**src/rtl/pix_mix_pkg.sv**
```systemverilog
package pix_mix_pkg;

    localparam int DEF_COLOR_W   = 6;
    localparam int DEF_IDX_W     = 4;
    localparam int DEF_X_W       = 8;
    localparam int DEF_LINE_W    = 8;
    localparam int DEF_CLIP_COLS = 8;

    typedef enum logic [1:0] {
        SRC_BACKDROP = 2'd0,
        SRC_BG       = 2'd1,
        SRC_SPR      = 2'd2
    } layer_src_e;

endpackage

```
**src/rtl/pix_layer_sel.sv**
```systemverilog
module pix_layer_sel
    import pix_mix_pkg::*;
#(
    parameter int IDX_W     = DEF_IDX_W,
    parameter int X_W       = DEF_X_W,
    parameter int CLIP_COLS = DEF_CLIP_COLS,
    localparam int AW       = IDX_W + 1
) (
    input  logic [IDX_W-1:0] bg_idx,
    input  logic             bg_pal,
    input  logic             bg_pri,
    input  logic [IDX_W-1:0] spr_idx,
    input  logic [X_W-1:0]   pix_x,
    input  logic [IDX_W-1:0] backdrop_sel,
    input  logic             left_clip_en,
    output logic [AW-1:0]    rd_addr
);

    layer_src_e src;
    logic       in_clip;
    logic       bg_opaque;
    logic       spr_opaque;

    // Decide the visible layer, then form the table entry address.
    always_comb begin
        in_clip    = left_clip_en && (pix_x < X_W'(CLIP_COLS));
        bg_opaque  = |bg_idx;
        spr_opaque = |spr_idx;
        src        = SRC_BACKDROP;
        if (!in_clip) begin
            if (bg_opaque && (bg_pri || !spr_opaque)) begin
                src = SRC_BG;
            end else if (spr_opaque) begin
                src = SRC_SPR;
            end
        end
        case (src)
            SRC_BG:  rd_addr = {bg_pal, bg_idx};
            SRC_SPR: rd_addr = {1'b1, spr_idx};
            default: rd_addr = {1'b0, backdrop_sel};
        endcase
    end

endmodule

```
**src/rtl/pix_cram.sv**
```systemverilog
module pix_cram #(
    parameter int COLOR_W = 6,
    parameter int DEPTH   = 32,
    localparam int AW     = $clog2(DEPTH)
) (
    input  logic               clk,
    input  logic               rst_n,
    input  logic               wr_en,
    input  logic [AW-1:0]      wr_addr,
    input  logic [COLOR_W-1:0] wr_data,
    input  logic [AW-1:0]      rd_addr,
    output logic [COLOR_W-1:0] rd_data
);

    logic [COLOR_W-1:0] ent_view [DEPTH];

    for (genvar g = 0; g < DEPTH; g++) begin : g_ent
        logic [COLOR_W-1:0] ent_d;
        logic [COLOR_W-1:0] ent_q;

        always_comb begin
            ent_d = ent_q;
            if (wr_en && (wr_addr == AW'(g))) begin
                ent_d = wr_data;
            end
        end

        always_ff @(posedge clk) begin
            if (!rst_n) begin
                ent_q <= '0;
            end else begin
                ent_q <= ent_d;
            end
        end

        assign ent_view[g] = ent_q;
    end

    // Read returns the stored value, i.e. the contents before any write at this edge.
    assign rd_data = ent_view[rd_addr];

endmodule

```
**src/rtl/pix_out_stage.sv**
```systemverilog
module pix_out_stage #(
    parameter int COLOR_W = 6,
    parameter int X_W     = 8,
    parameter int LINE_W  = 8,
    localparam int ADDR_W = LINE_W + X_W
) (
    input  logic               clk,
    input  logic               rst_n,
    input  logic               pix_valid,
    input  logic               disp_en,
    input  logic [COLOR_W-1:0] lut_data,
    input  logic [X_W-1:0]     pix_x,
    input  logic [LINE_W-1:0]  pix_line,
    output logic               px_we,
    output logic [COLOR_W-1:0] px_color,
    output logic [ADDR_W-1:0]  px_addr
);

    typedef struct packed {
        logic               we;
        logic [COLOR_W-1:0] color;
        logic [ADDR_W-1:0]  addr;
    } out_t;

    out_t st_d;
    out_t st_q;

    always_comb begin
        st_d    = st_q;
        st_d.we = 1'b0;
        if (pix_valid) begin
            st_d.we    = 1'b1;
            st_d.color = disp_en ? lut_data : '0;
            st_d.addr  = {pix_line, pix_x};
        end
    end

    always_ff @(posedge clk) begin
        if (!rst_n) begin
            st_q <= '0;
        end else begin
            st_q <= st_d;
        end
    end

    assign px_we    = st_q.we;
    assign px_color = st_q.color;
    assign px_addr  = st_q.addr;

endmodule

```
**src/rtl/pix_mix_top.sv**
```systemverilog
module pix_mix_top
    import pix_mix_pkg::*;
#(
    parameter int COLOR_W   = DEF_COLOR_W,
    parameter int IDX_W     = DEF_IDX_W,
    parameter int X_W       = DEF_X_W,
    parameter int LINE_W    = DEF_LINE_W,
    parameter int CLIP_COLS = DEF_CLIP_COLS,
    localparam int AW       = IDX_W + 1,
    localparam int DEPTH    = 2 ** AW,
    localparam int ADDR_W   = LINE_W + X_W
) (
    input  logic               clk,
    input  logic               rst_n,
    input  logic               pix_valid,
    input  logic [X_W-1:0]     pix_x,
    input  logic [LINE_W-1:0]  pix_line,
    input  logic [IDX_W-1:0]   bg_idx,
    input  logic               bg_pal,
    input  logic               bg_pri,
    input  logic [IDX_W-1:0]   spr_idx,
    input  logic [IDX_W-1:0]   backdrop_sel,
    input  logic               left_clip_en,
    input  logic               disp_en,
    input  logic               cram_we,
    input  logic [AW-1:0]      cram_waddr,
    input  logic [COLOR_W-1:0] cram_wdata,
    output logic               px_we,
    output logic [COLOR_W-1:0] px_color,
    output logic [ADDR_W-1:0]  px_addr
);

    logic [AW-1:0]      lut_addr;
    logic [COLOR_W-1:0] lut_data;

    pix_layer_sel #(
        .IDX_W     (IDX_W),
        .X_W       (X_W),
        .CLIP_COLS (CLIP_COLS)
    ) u_sel (
        .bg_idx       (bg_idx),
        .bg_pal       (bg_pal),
        .bg_pri       (bg_pri),
        .spr_idx      (spr_idx),
        .pix_x        (pix_x),
        .backdrop_sel (backdrop_sel),
        .left_clip_en (left_clip_en),
        .rd_addr      (lut_addr)
    );

    pix_cram #(
        .COLOR_W (COLOR_W),
        .DEPTH   (DEPTH)
    ) u_cram (
        .clk     (clk),
        .rst_n   (rst_n),
        .wr_en   (cram_we),
        .wr_addr (cram_waddr),
        .wr_data (cram_wdata),
        .rd_addr (lut_addr),
        .rd_data (lut_data)
    );

    pix_out_stage #(
        .COLOR_W (COLOR_W),
        .X_W     (X_W),
        .LINE_W  (LINE_W)
    ) u_out (
        .clk       (clk),
        .rst_n     (rst_n),
        .pix_valid (pix_valid),
        .disp_en   (disp_en),
        .lut_data  (lut_data),
        .pix_x     (pix_x),
        .pix_line  (pix_line),
        .px_we     (px_we),
        .px_color  (px_color),
        .px_addr   (px_addr)
    );

endmodule

```
**config.mk**
```make
export PLATFORM = sky130hd
export DESIGN_NAME = pix_mix_top
export DESIGN_NICKNAME = d
export VERILOG_FILES = /design/src/rtl/pix_mix_pkg.sv /design/src/rtl/pix_layer_sel.sv /design/src/rtl/pix_cram.sv /design/src/rtl/pix_out_stage.sv /design/src/rtl/pix_mix_top.sv
export SDC_FILE = /design/constraint.sdc
export NUM_CORES = 1
export LEC_CHECK = 0
export ABC_AREA = 1
export BUFFER_PORTS_ARGS = -buffer_cell sky130_fd_sc_hd__buf_2
export CELL_PAD_IN_SITES_DETAIL_PLACEMENT = 1
export CELL_PAD_IN_SITES_GLOBAL_PLACEMENT = 1
export CORE_MARGIN = 2
export CORE_UTILIZATION = 35
export CTS_CLUSTER_SIZE = 28
export DETAILED_ROUTE_END_ITERATION = 12
export GPL_ROUTABILITY_DRIVEN = 0
export PLACE_DENSITY_LB_ADDON = 0.1
export REMOVE_ABC_BUFFERS = 1
export SLEW_MARGIN = 20
export SYNTH_ARGS = -nofsm -noshare
export SYNTH_HDL_FRONTEND = slang
export SYNTH_SLANG_ARGS = --single-unit
```
**constraint.sdc**
```tcl
create_clock -name clk -period 3.7 [get_ports clk]
set_input_delay 0.555 -clock clk [delete_from_list [all_inputs] [get_ports clk]]
set_output_delay 0.555 -clock clk [all_outputs]
set_load 0.01 [all_outputs]
```
==> results of run 1 <==
[sequential cells by signal (all words and copies together), names as in the netlist]
register,cells
u_out.px_we,1
u_out.px_addr,16
u_cram.g_ent.ent_q,192
u_out.px_color,6
[worst max-delay path: stages]
cell and delay, ps:
buf_2 100, or4_1 500, o21ai_0 120, inv_1 60
nor3_1 200, inv_1 70, ha_1 390, inv_2 110
or2_1 230, nand2_2 100, buf_12 240, nand3_1 180
nand3_1 160, nand3_1 90, nand3_1 140, nand2_1 70
nand2_1 50, a21oi_1 60
[report_power, final]
part	leakage [µW]	internal, µW	switching [µW]
sequential	0.00174	2350	22.6
clock	0.000408	1480	1010
combinational	0.00198	297	707
[logic make-up (layout without fill, tap and decap cells)]
group / count (synthesis) / after routing / synth area share
simple gates: 886 / 886 / 0.3907
buf+inv: 154 / 189 / 0.06324
fa+ha+maj: 2 / 2 / 0.002514
compound gates: 219 / 219 / 0.1110
flops: 215 / 215 / 0.4325
[metal layers]
metal  part of all wire  wire length [µm]  vias up
met5            0.00034                13        -
met4              0.027              1035        2
met3              0.035              1351       67
met2               0.47             18010      180
met1               0.47             17790     5112
li1                   -                 -     5013
[final timing paths]
check | from | to | slack, ps | depth (start not counted)
hold reg to reg | u_cram.g_ent[21].ent_q[4] | u_cram.g_ent[21].ent_q[4] | 460 | 2
hold / removal | pix_x[1] | u_out.px_addr[1] | 250 | 3
setup reg to reg | u_cram.g_ent[5].ent_q[1] | u_out.px_color[1] | 2380 | 8
setup / recovery | bg_idx[0] | u_out.px_color[0] | 610 | 18
[Yosys cell counts, types with 3 or more instances]
master,number
inv_1,31
clkbuf_1,88
nor2_1,141
buf_4,3
o21ai_0,59
nand3_1,428
dfxtp_1,215
buf_1,12
buf_2,14
a21oi_1,157
buf_6,3
nand2_1,308
[area by class of cell]
type	instances	area share
Clock buffer	45	0.07032
Clock inverter	3	0.001623
Inverter	34	0.01125
Multi-Input combinational cell	1107	0.4363
Sequential cell	215	0.3721
Tap cell	378	0.04089
Timing Repair Buffer	107	0.06750
[stage by stage]
| stage | total power [µW] | worst slack (ps) |
|---|---|---|
| after global placement | 3416 | 80.48 |
| after CTS | 5920 | 615.7 |
| final | 5872 | 608.1 |
| after detailed placement | 3424 | 79.62 |
| after floorplan | 2916 | -1854 |
| after global routing | 6098 | 337.9 |
==> impl_metrics.tcl, run 1 <==
set metrics [dict create \
    outcome "finished, final reports clean" \
    fin_cells 1889 \
    period_minus_slack_ps 3092 \
    setup_tns_ps 0 \
    power.density_nw_per_um2 507.7 \
    synth_top_flop_cell "dfxtp_1" \
    postCtsHoldBufs 0 \
    arrival_ps 3470 \
    grt_max_degree 73 \
    yosys.area.top_type "dfxtp_1" \
    path_class "primary input to flop" \
    netlist.area_leader.share 0.4325 \
    finalMaxSlewViolations 0 \
    drive_above_1_share 0.1019 \
    synth_cells 1476 \
    hold_ws_ps 245.8 \
    firstDrtPassIters 5 \
    yosysSeqAreaShare 0.4325 \
    grt_overflow_total 0 \
    utilization 0.4152 \
    ys.warnings.count 0 \
    start_util 0.3572 \
    worst_slew_pin_slew_ps 1049 \
    coreArea_um2 27860 \
    via_per_inst 5.492 \
    end_kind "flop" \
    path_max_fanout 48 \
    dp_hpwl_um 24390 \
    wirelength_um 38200 \
    synth_edf_count 0 \
    cp-start-kind "primary input" \
    multi_input_area_um2 5046 \
    layout_common_cells "428 x nand3_1, 307 x nand2_1, 215 x dfxtp_1" \
    crit_required_ps 4080 \
    area_growth_pct 16.22 \
    drtIter0Drc 740 \
    drcViolationCount 0 \
    setup_viol 0 \
    clkLatencyLatePin_ps 530 \
    worstHoldPathType "primary input to flop" \
    root_buffer "clkbuf_16" \
    synth_area_per_cell_um2 6.743 \
    hold_viol 0 \
    dp.cells 1841 \
    num_antenna_cells 0 \
    antenna_found_initial 1 \
    drt-wirelength-per-cell_um 20.22 \
    dpl_cell_area_um2 10730 \
    cts_tree "yes" \
    final_common_cell "nand3_1" \
    grt_pass1_vias 10393 \
    die_w_um 172.6 \
    nNetsFinal 1540 \
    cts_buffers 26 \
    postLayoutCellArea_um2 11570 \
    ys_types 25 \
    busiest_layer "met2" \
    grt.total_usage 0.2503 \
    clock_path_buffers 3 \
    netlist_area_um2 9952 \
    synth-seq-cells 215 \
    rows 61 \
    grtUsageMet2 0.4192 \
    met1_usage 0.3393 \
    drt.antenna.violating_nets 0 \
    period_share 0.8356 \
    grt_pass1_wl_um 59970 \
    use_met3 0.03056 \
    htreeDepth 1 \
    register_area_um2 4304 \
    synthArstFlopShare 0 \
    ir_drop_uv 382.8 \
    rsz0062_at_grt "false" \
    slew-limit-headroom 0.3008 \
    cts_resized 0 \
    ios 70 \
    port_buffers 69 \
    p_leak_uw 0.004130 \
    die_h_um 172.6 \
    post_cts_buffers 0 \
    synth.area.top_cells "dfxtp_1 43%, nand3_1 22%, nand2_1 12%" \
    path_clk_slew_ps 60 \
    fillerInstances 3581 \
    finClkSkew_ps 14.20 \
    fmaxAchievable_mhz 323.4 \
    vias 10374 \
    max_cap_violations 0 \
    cts.sinks 215 \
    die-area_um2 29800 \
]
No activity file was read; power rests on OpenSTA's default activity.
==> run 2: changes to the inputs <==
==> constraint.sdc (replaced) <==
create_clock -name clk -period 2.58 [get_ports clk]
set_input_delay 0.387 -clock clk [delete_from_list [all_inputs] [get_ports clk]]
set_output_delay 0.387 -clock clk [all_outputs]
set_load 0.01 [all_outputs]
==> run 2 against run 1 <==
Net effect: the flow now finishes with violations (negative setup slack); routed wire length rose by 8.5%; largest power group unchanged; die area did not move; utilization up 6.0 points; combinational power is 110% higher; clock skew about the same; cell area is 14% higher; sequential power is 44% higher.
==> impl_metrics.tcl, run 2 (synthesized netlist as in run 1, its figures left out) <==
set metrics [dict create \
    p_sw_frac 0.2912 \
    start_util 0.3572 \
    wirelength_um 41450 \
    clock_path_buffers 3 \
    postCtsHoldBufs 0 \
    power.density_nw_per_um2 738.4 \
    fmaxAchievable_mhz 385.5 \
    violations "negative setup slack" \
    regMostFlops "u_cram.g_ent.ent_q" \
    ir_drop_uv 470.5 \
    worst_slew_pin_slew_ps 881.6 \
    p_int_uw 6923 \
    root_buffer "clkbuf_16" \
    comb_power_share 0.218 \
    finClkSkew_ps 14.63 \
    ios 70 \
    area_growth_pct 32.91 \
    seq_power_share 0.349 \
    setup_ws_ps -14.37 \
    drcViolationCount 0 \
    drtIter0Drc 711 \
    worst-r2r-setup-slack_ps 1360 \
    die-area_um2 29800 \
    cts_tree "yes" \
    via_per_inst 5.505 \
    grt_pass1_vias 10870 \
    path_clk_slew_ps 60 \
    crit_required_ps 3050 \
    cts.sinks 215 \
    setup_viol 1 \
    num_antenna_cells 0 \
    layout_common_cells "337 x nand3_1, 302 x nand2_1, 215 x dfxtp_1" \
    netSwitchingPower_uw 2844 \
    clkLatencyLatePin_ps 540 \
    die_h_um 172.6 \
    p_leak_uw 0.004938 \
    largest_reg_flops 192 \
    period_minus_slack_ps 2594 \
    end_kind "flop" \
    firstDrtPassIters 5 \
    routed-wl-met3_um 1545 \
    rows 61 \
    finalMaxSlewViolations 0 \
    drive_above_1_share 0.2148 \
    met2_length_um 20280 \
    cp-start-kind "primary input" \
    nNetsFinal 1612 \
    drt-wirelength-per-cell_um 21.14 \
    clock_power_share 0.433 \
    grt_max_degree 77 \
    outcome "finished, violations left" \
    die_w_um 172.6 \
    grt_pass1_wl_um 63460 \
    grt.total_usage 0.2653 \
    arrival_ps 3060 \
    port_buffers 69 \
    htreeDepth 1 \
    period_share 1.006 \
    path_max_fanout 5 \
    antenna_found_initial 0 \
    met1Wirelength_um 18330 \
    hold_viol 0 \
    slew-limit-headroom 0.4116 \
    grt_overflow_total 0 \
    dp.cells 1890 \
    vias 10795 \
    max_cap_violations 0 \
    worstHoldPathType "primary input to flop" \
    path_class "primary input to flop" \
    highest_layer "met4" \
    coreArea_um2 27860 \
    dp_hpwl_um 25870 \
    cts_buffers 26 \
    fin_cells 1961 \
    power_uw 9767 \
    drt.antenna.violating_nets 0 \
    rsz0062_at_grt "true" \
    final_common_cell "nand3_1" \
]
## run 2: cell count changes in the layout (fill, tap and decap cells not counted), sizes merged
cell and change:
bufbuf +1, clkbuf -4, clkinvlp +3, inv -1, buf +66, bufinv +7
## run 2: path summary, 6_finish.rpt
path                              end  cells after the start                 startpoint
max                 u_out.px_color[5]                     20                  bg_idx[3]
min                 u_out.px_addr[15]                      3                pix_line[7]
max reg2reg         u_out.px_color[0]                      8  u_cram.g_ent[19].ent_q[0]
min reg2reg  u_cram.g_ent[4].ent_q[2]                      2   u_cram.g_ent[4].ent_q[2]
## run 2: cell type report
class	instances	area [µm²]
fillers	3506	14630
multi-input cells	1107	5628
flip-flops and latches	215	4304
repair buffers	179	1700
clock buffers	36	739.5
well taps	378	473.0
clock inverters	12	242.7
inverters	34	140.1
## run 2: power groups by stage
| stage | combinational [µW] | clock (µW) | sequential, µW |
|---|---|---|---|
| 3_5_place_dp | 1600 | 0 | 3480 |
| 6_report | 2130 | 4230 | 3410 |
| 5_1_grt | 2250 | 4420 | 3410 |
| 4_1_cts | 1870 | 4280 | 3400 |
| 2_1_floorplan | 706 | 0 | 3480 |
| 3_3_place_gp | 1600 | 0 | 3480 |
## run 2: routing by layer
metal | vias up | GRT usage
li1 | 5173 | -
met1 | 5307 | 0.3518
met2 | 236 | 0.4548
met3 | 79 | 0.02551
met4 | 0 | 0.08405
met5 | - | 0
## run 2: timing repair
action                     4_1_cts  5_1_grt
setup buffers                   10        4
gates cloned                     5        5
pin swaps                       16       32
gates resized for setup         51       87
setup endpoints to repair        6        6
## run 2: critical path, stage by stage
cell	delay, ps
buf_6	90
or4_4	540
o21ai_4	90
inv_2	60
nor3_4	140
inv_2	70
ha_4	300
buf_6	120
nand2_8	80
nand2_8	150
buf_12	160
clkbuf_16	140
nand2_1	60
nand3_2	70
nand3_1	90
nand3_1	110
nand3_2	90
nand2_1	80
nand2_1	70
a21oi_2	160
## run 2: per-stage QoR
step | cell area, µm² | hold WS [ps] | utilization | TNS, ps | worst slack, ps
after floorplan | 9450 | 441.0 | - | -143560 | -2806
after CTS | 12680 | 59.75 | 0.4551 | -17.33 | -8.747
after detailed placement | 11230 | 454.1 | 0.4030 | -4660 | -821.4
after global placement | 11230 | 448.8 | 0.4030 | -4390 | -788.3
after global routing | 13230 | 81.49 | 0.4748 | -435.3 | -114.7
final | 13230 | 69.15 | 0.4748 | -14.37 | -14.37
==> run 3: changes to the inputs <==
--- a/config.mk
+++ b/config.mk
@@ -14,7 +14,7 @@
 export CTS_CLUSTER_SIZE = 28
 export DETAILED_ROUTE_END_ITERATION = 12
 export GPL_ROUTABILITY_DRIVEN = 0
-export PLACE_DENSITY_LB_ADDON = 0.1
+export PLACE_DENSITY = 0.75
 export REMOVE_ABC_BUFFERS = 1
 export SLEW_MARGIN = 20
 export SYNTH_ARGS = -nofsm -noshare
==> run 3 against run 2 <==
Net effect: the flow still finishes with violations (negative setup slack); clock skew decreased by 1.7 ps; sequential share of layout area is 0.57 points higher; critical path depth fell by 1; power decreased by 5.6%; clock-buffer cell count up 5; clock power fell by 13%; combinational power about the same; register-to-register slack worse by 90 ps; critical endpoint is now u_out.px_color[4]; highest routed layer unchanged.
==> impl_metrics.tcl, run 3 (synthesized netlist as in run 1, its figures left out) <==
set metrics [dict create \
    outcome "finished, violations left" \
    violations "negative setup slack" \
    setup_viol 2 \
    period_share 1.043 \
    area_growth_pct 30.64 \
    nNetsFinal 1610 \
    finClkSkew_ps 12.96 \
    drcViolationCount 0 \
    path_max_fanout 6 \
    cp-start-kind "primary input" \
    rows 61 \
    drt-wirelength-per-cell_um 20.91 \
    cp-startpoint "bg_idx[0]" \
    crit_required_ps 2980 \
    crit_top_cell "nand3_1" \
    crit_family "simple AND/OR/NAND/NOR gates" \
    worst_slew_pin_slew_ps 842.8 \
    max_cap_violations 0 \
    p_leak_uw 0.004807 \
    setup_ws_ps -111.8 \
    slew-limit-headroom 0.4375 \
    cts_tree "yes" \
    r2r-end "u_out.px_color[4]" \
    worst-r2r-cell-count 8 \
    coreArea_um2 27860 \
    path_buf_inv 6 \
    wirelength_um 40920 \
    p_sw_frac 0.2992 \
    dp.cells 1891 \
    grt_max_degree 78 \
    seq_power_share 0.369 \
    drt.antenna.violating_nets 0 \
    grt_overflow_total 0 \
    layout_common_cells "365 x nand3_1, 301 x nand2_1, 215 x dfxtp_1" \
    postLayoutCellArea_um2 13000 \
    die_w_um 172.6 \
    busiest_layer "met2" \
    grt.total_usage 0.2523 \
    cts_buffers 26 \
    clock_power_share 0.399 \
    hold_viol 0 \
    grtUsageMet2 0.4336 \
    largest_reg_flops 192 \
    arrival_ps 3090 \
    dp_hpwl_um 24860 \
    finalMaxSlewViolations 0 \
    path_cells "buf_6 > or4_4 > o21ai_2 > inv_1 > nor3_2 > inv_1 > ha_4 > inv_4 > or2_4 > nand2_8 > buf_12 > buf_12 > nand3_1 > nand3_1 > nand3_1 > nand3_1 > nand2_1 > nand2_1 > a21oi_2" \
    start_util 0.3572 \
    period_minus_slack_ps 2692 \
    root_buffer "clkbuf_16" \
    die-area_um2 29800 \
    cp_slowest_cell "or4_4" \
    use_met3 0.03430 \
    fin_cells 1957 \
    via_per_inst 5.673 \
    vias 11103 \
    cts.sinks 215 \
    rsz0062_at_grt "true" \
    slowest_delay_ps 520 \
    postCtsHoldBufs 0 \
    comb_power_share 0.232 \
    firstDrtPassIters 6 \
    cp.depth 19 \
    ir_drop_uv 458.5 \
    clkLatencyLatePin_ps 540 \
    met1_usage 0.3271 \
    drive_above_1_share 0.1952 \
    crit_end "u_out.px_color[4]" \
    p_int_uw 6459 \
    path_clk_slew_ps 60 \
    clock_path_buffers 3 \
    fmaxAchievable_mhz 371.5 \
    ios 70 \
    netSwitchingPower_uw 2758 \
    antenna_found_initial 1 \
    r2r-start "u_cram.g_ent[9].ent_q[4]" \
    worstHoldPathType "primary input to flop" \
    htreeDepth 1 \
    regMostFlops "u_cram.g_ent.ent_q" \
    power.density_nw_per_um2 708.9 \
    worst-r2r-setup-slack_ps 1270 \
    die_h_um 172.6 \
    final_common_cell "nand3_1" \
    path_class "primary input to flop" \
    grt_pass1_vias 11013 \
    end_kind "flop" \
    grt_pass1_wl_um 60950 \
    dpl_cell_area_um2 11230 \
    drtIter0Drc 1082 \
    port_buffers 69 \
]
## run 3: power by group through the flow
stage          combinational [µW]  sequential [µW]  clock, µW
2_1_floorplan                 706             3480          0
3_3_place_gp                 1560             3470          0
3_5_place_dp                 1580             3470          0
4_1_cts                      1730             3400       3730
5_1_grt                      2250             3410       3860
6_report                     2130             3410       3680
## run 3: worst min-delay path by stage
stage / from / endpoint / cells past startpoint
5_1_grt: pix_line[6] / u_out.px_addr[14] / 3
4_1_cts: pix_line[4] / u_out.px_addr[12] / 3
3_5_place_dp: u_cram.g_ent[23].ent_q[1] / u_cram.g_ent[23].ent_q[1] / 2
6_report: pix_line[7] / u_out.px_addr[15] / 3
2_1_floorplan: u_cram.g_ent[16].ent_q[0] / u_cram.g_ent[16].ent_q[0] / 2
3_3_place_gp: u_cram.g_ent[5].ent_q[2] / u_cram.g_ent[5].ent_q[2] / 2
## run 3: cell type report
class,instances,area [µm²]
inverter,34,142.6
sequential,215,4304
tap,378,473.0
clock buffer,41,808.3
timing repair buffer,177,1708
antenna,1,2.502
multi-input combinational,1107,5514
clock inverter,4,48.80
fill,3477,14860
## run 3: per-stage QoR
| stage | power (µW) | hold slack (ps) | setup TNS [ps] | utilization | worst slack [ps] |
|---|---|---|---|---|---|
| after global routing | 9512 | 95.80 | -865.3 | 0.4667 | -222.6 |
| after floorplan | 4183 | 441.0 | -143560 | - | -2806 |
| after detailed placement | 5053 | 455.0 | -4319 | 0.4031 | -766.8 |
| after CTS | 8865 | 67.07 | -0.5578 | 0.4422 | -0.3220 |
| final | 9217 | 79.13 | -139.7 | 0.4667 | -111.8 |
| after global placement | 5032 | 448.0 | -4327 | 0.4031 | -772.4 |
## run 3: timing repair
action                     CTS  global route
setup endpoints to repair    6             6
gates resized for setup     18            98
setup buffers                4             5
pin swaps                    1            18
gates cloned                 2            10
## run 3: worst register-to-register path, stage by stage (launching register included)
cell	delay, ps
dfxtp_1	350
nand3_1	110
nand3_1	100
nand3_1	90
nand3_1	110
nand3_2	120
nand2_1	110
nand2_1	110
a21oi_2	140
## run 3: per-layer routing
metal  vias to the layer above  wire length (µm)
met5                         -                 0
met4                         0              1377
met3                        92              1845
met2                       335             19870
met1                      5514             17830
li1                       5162                 -
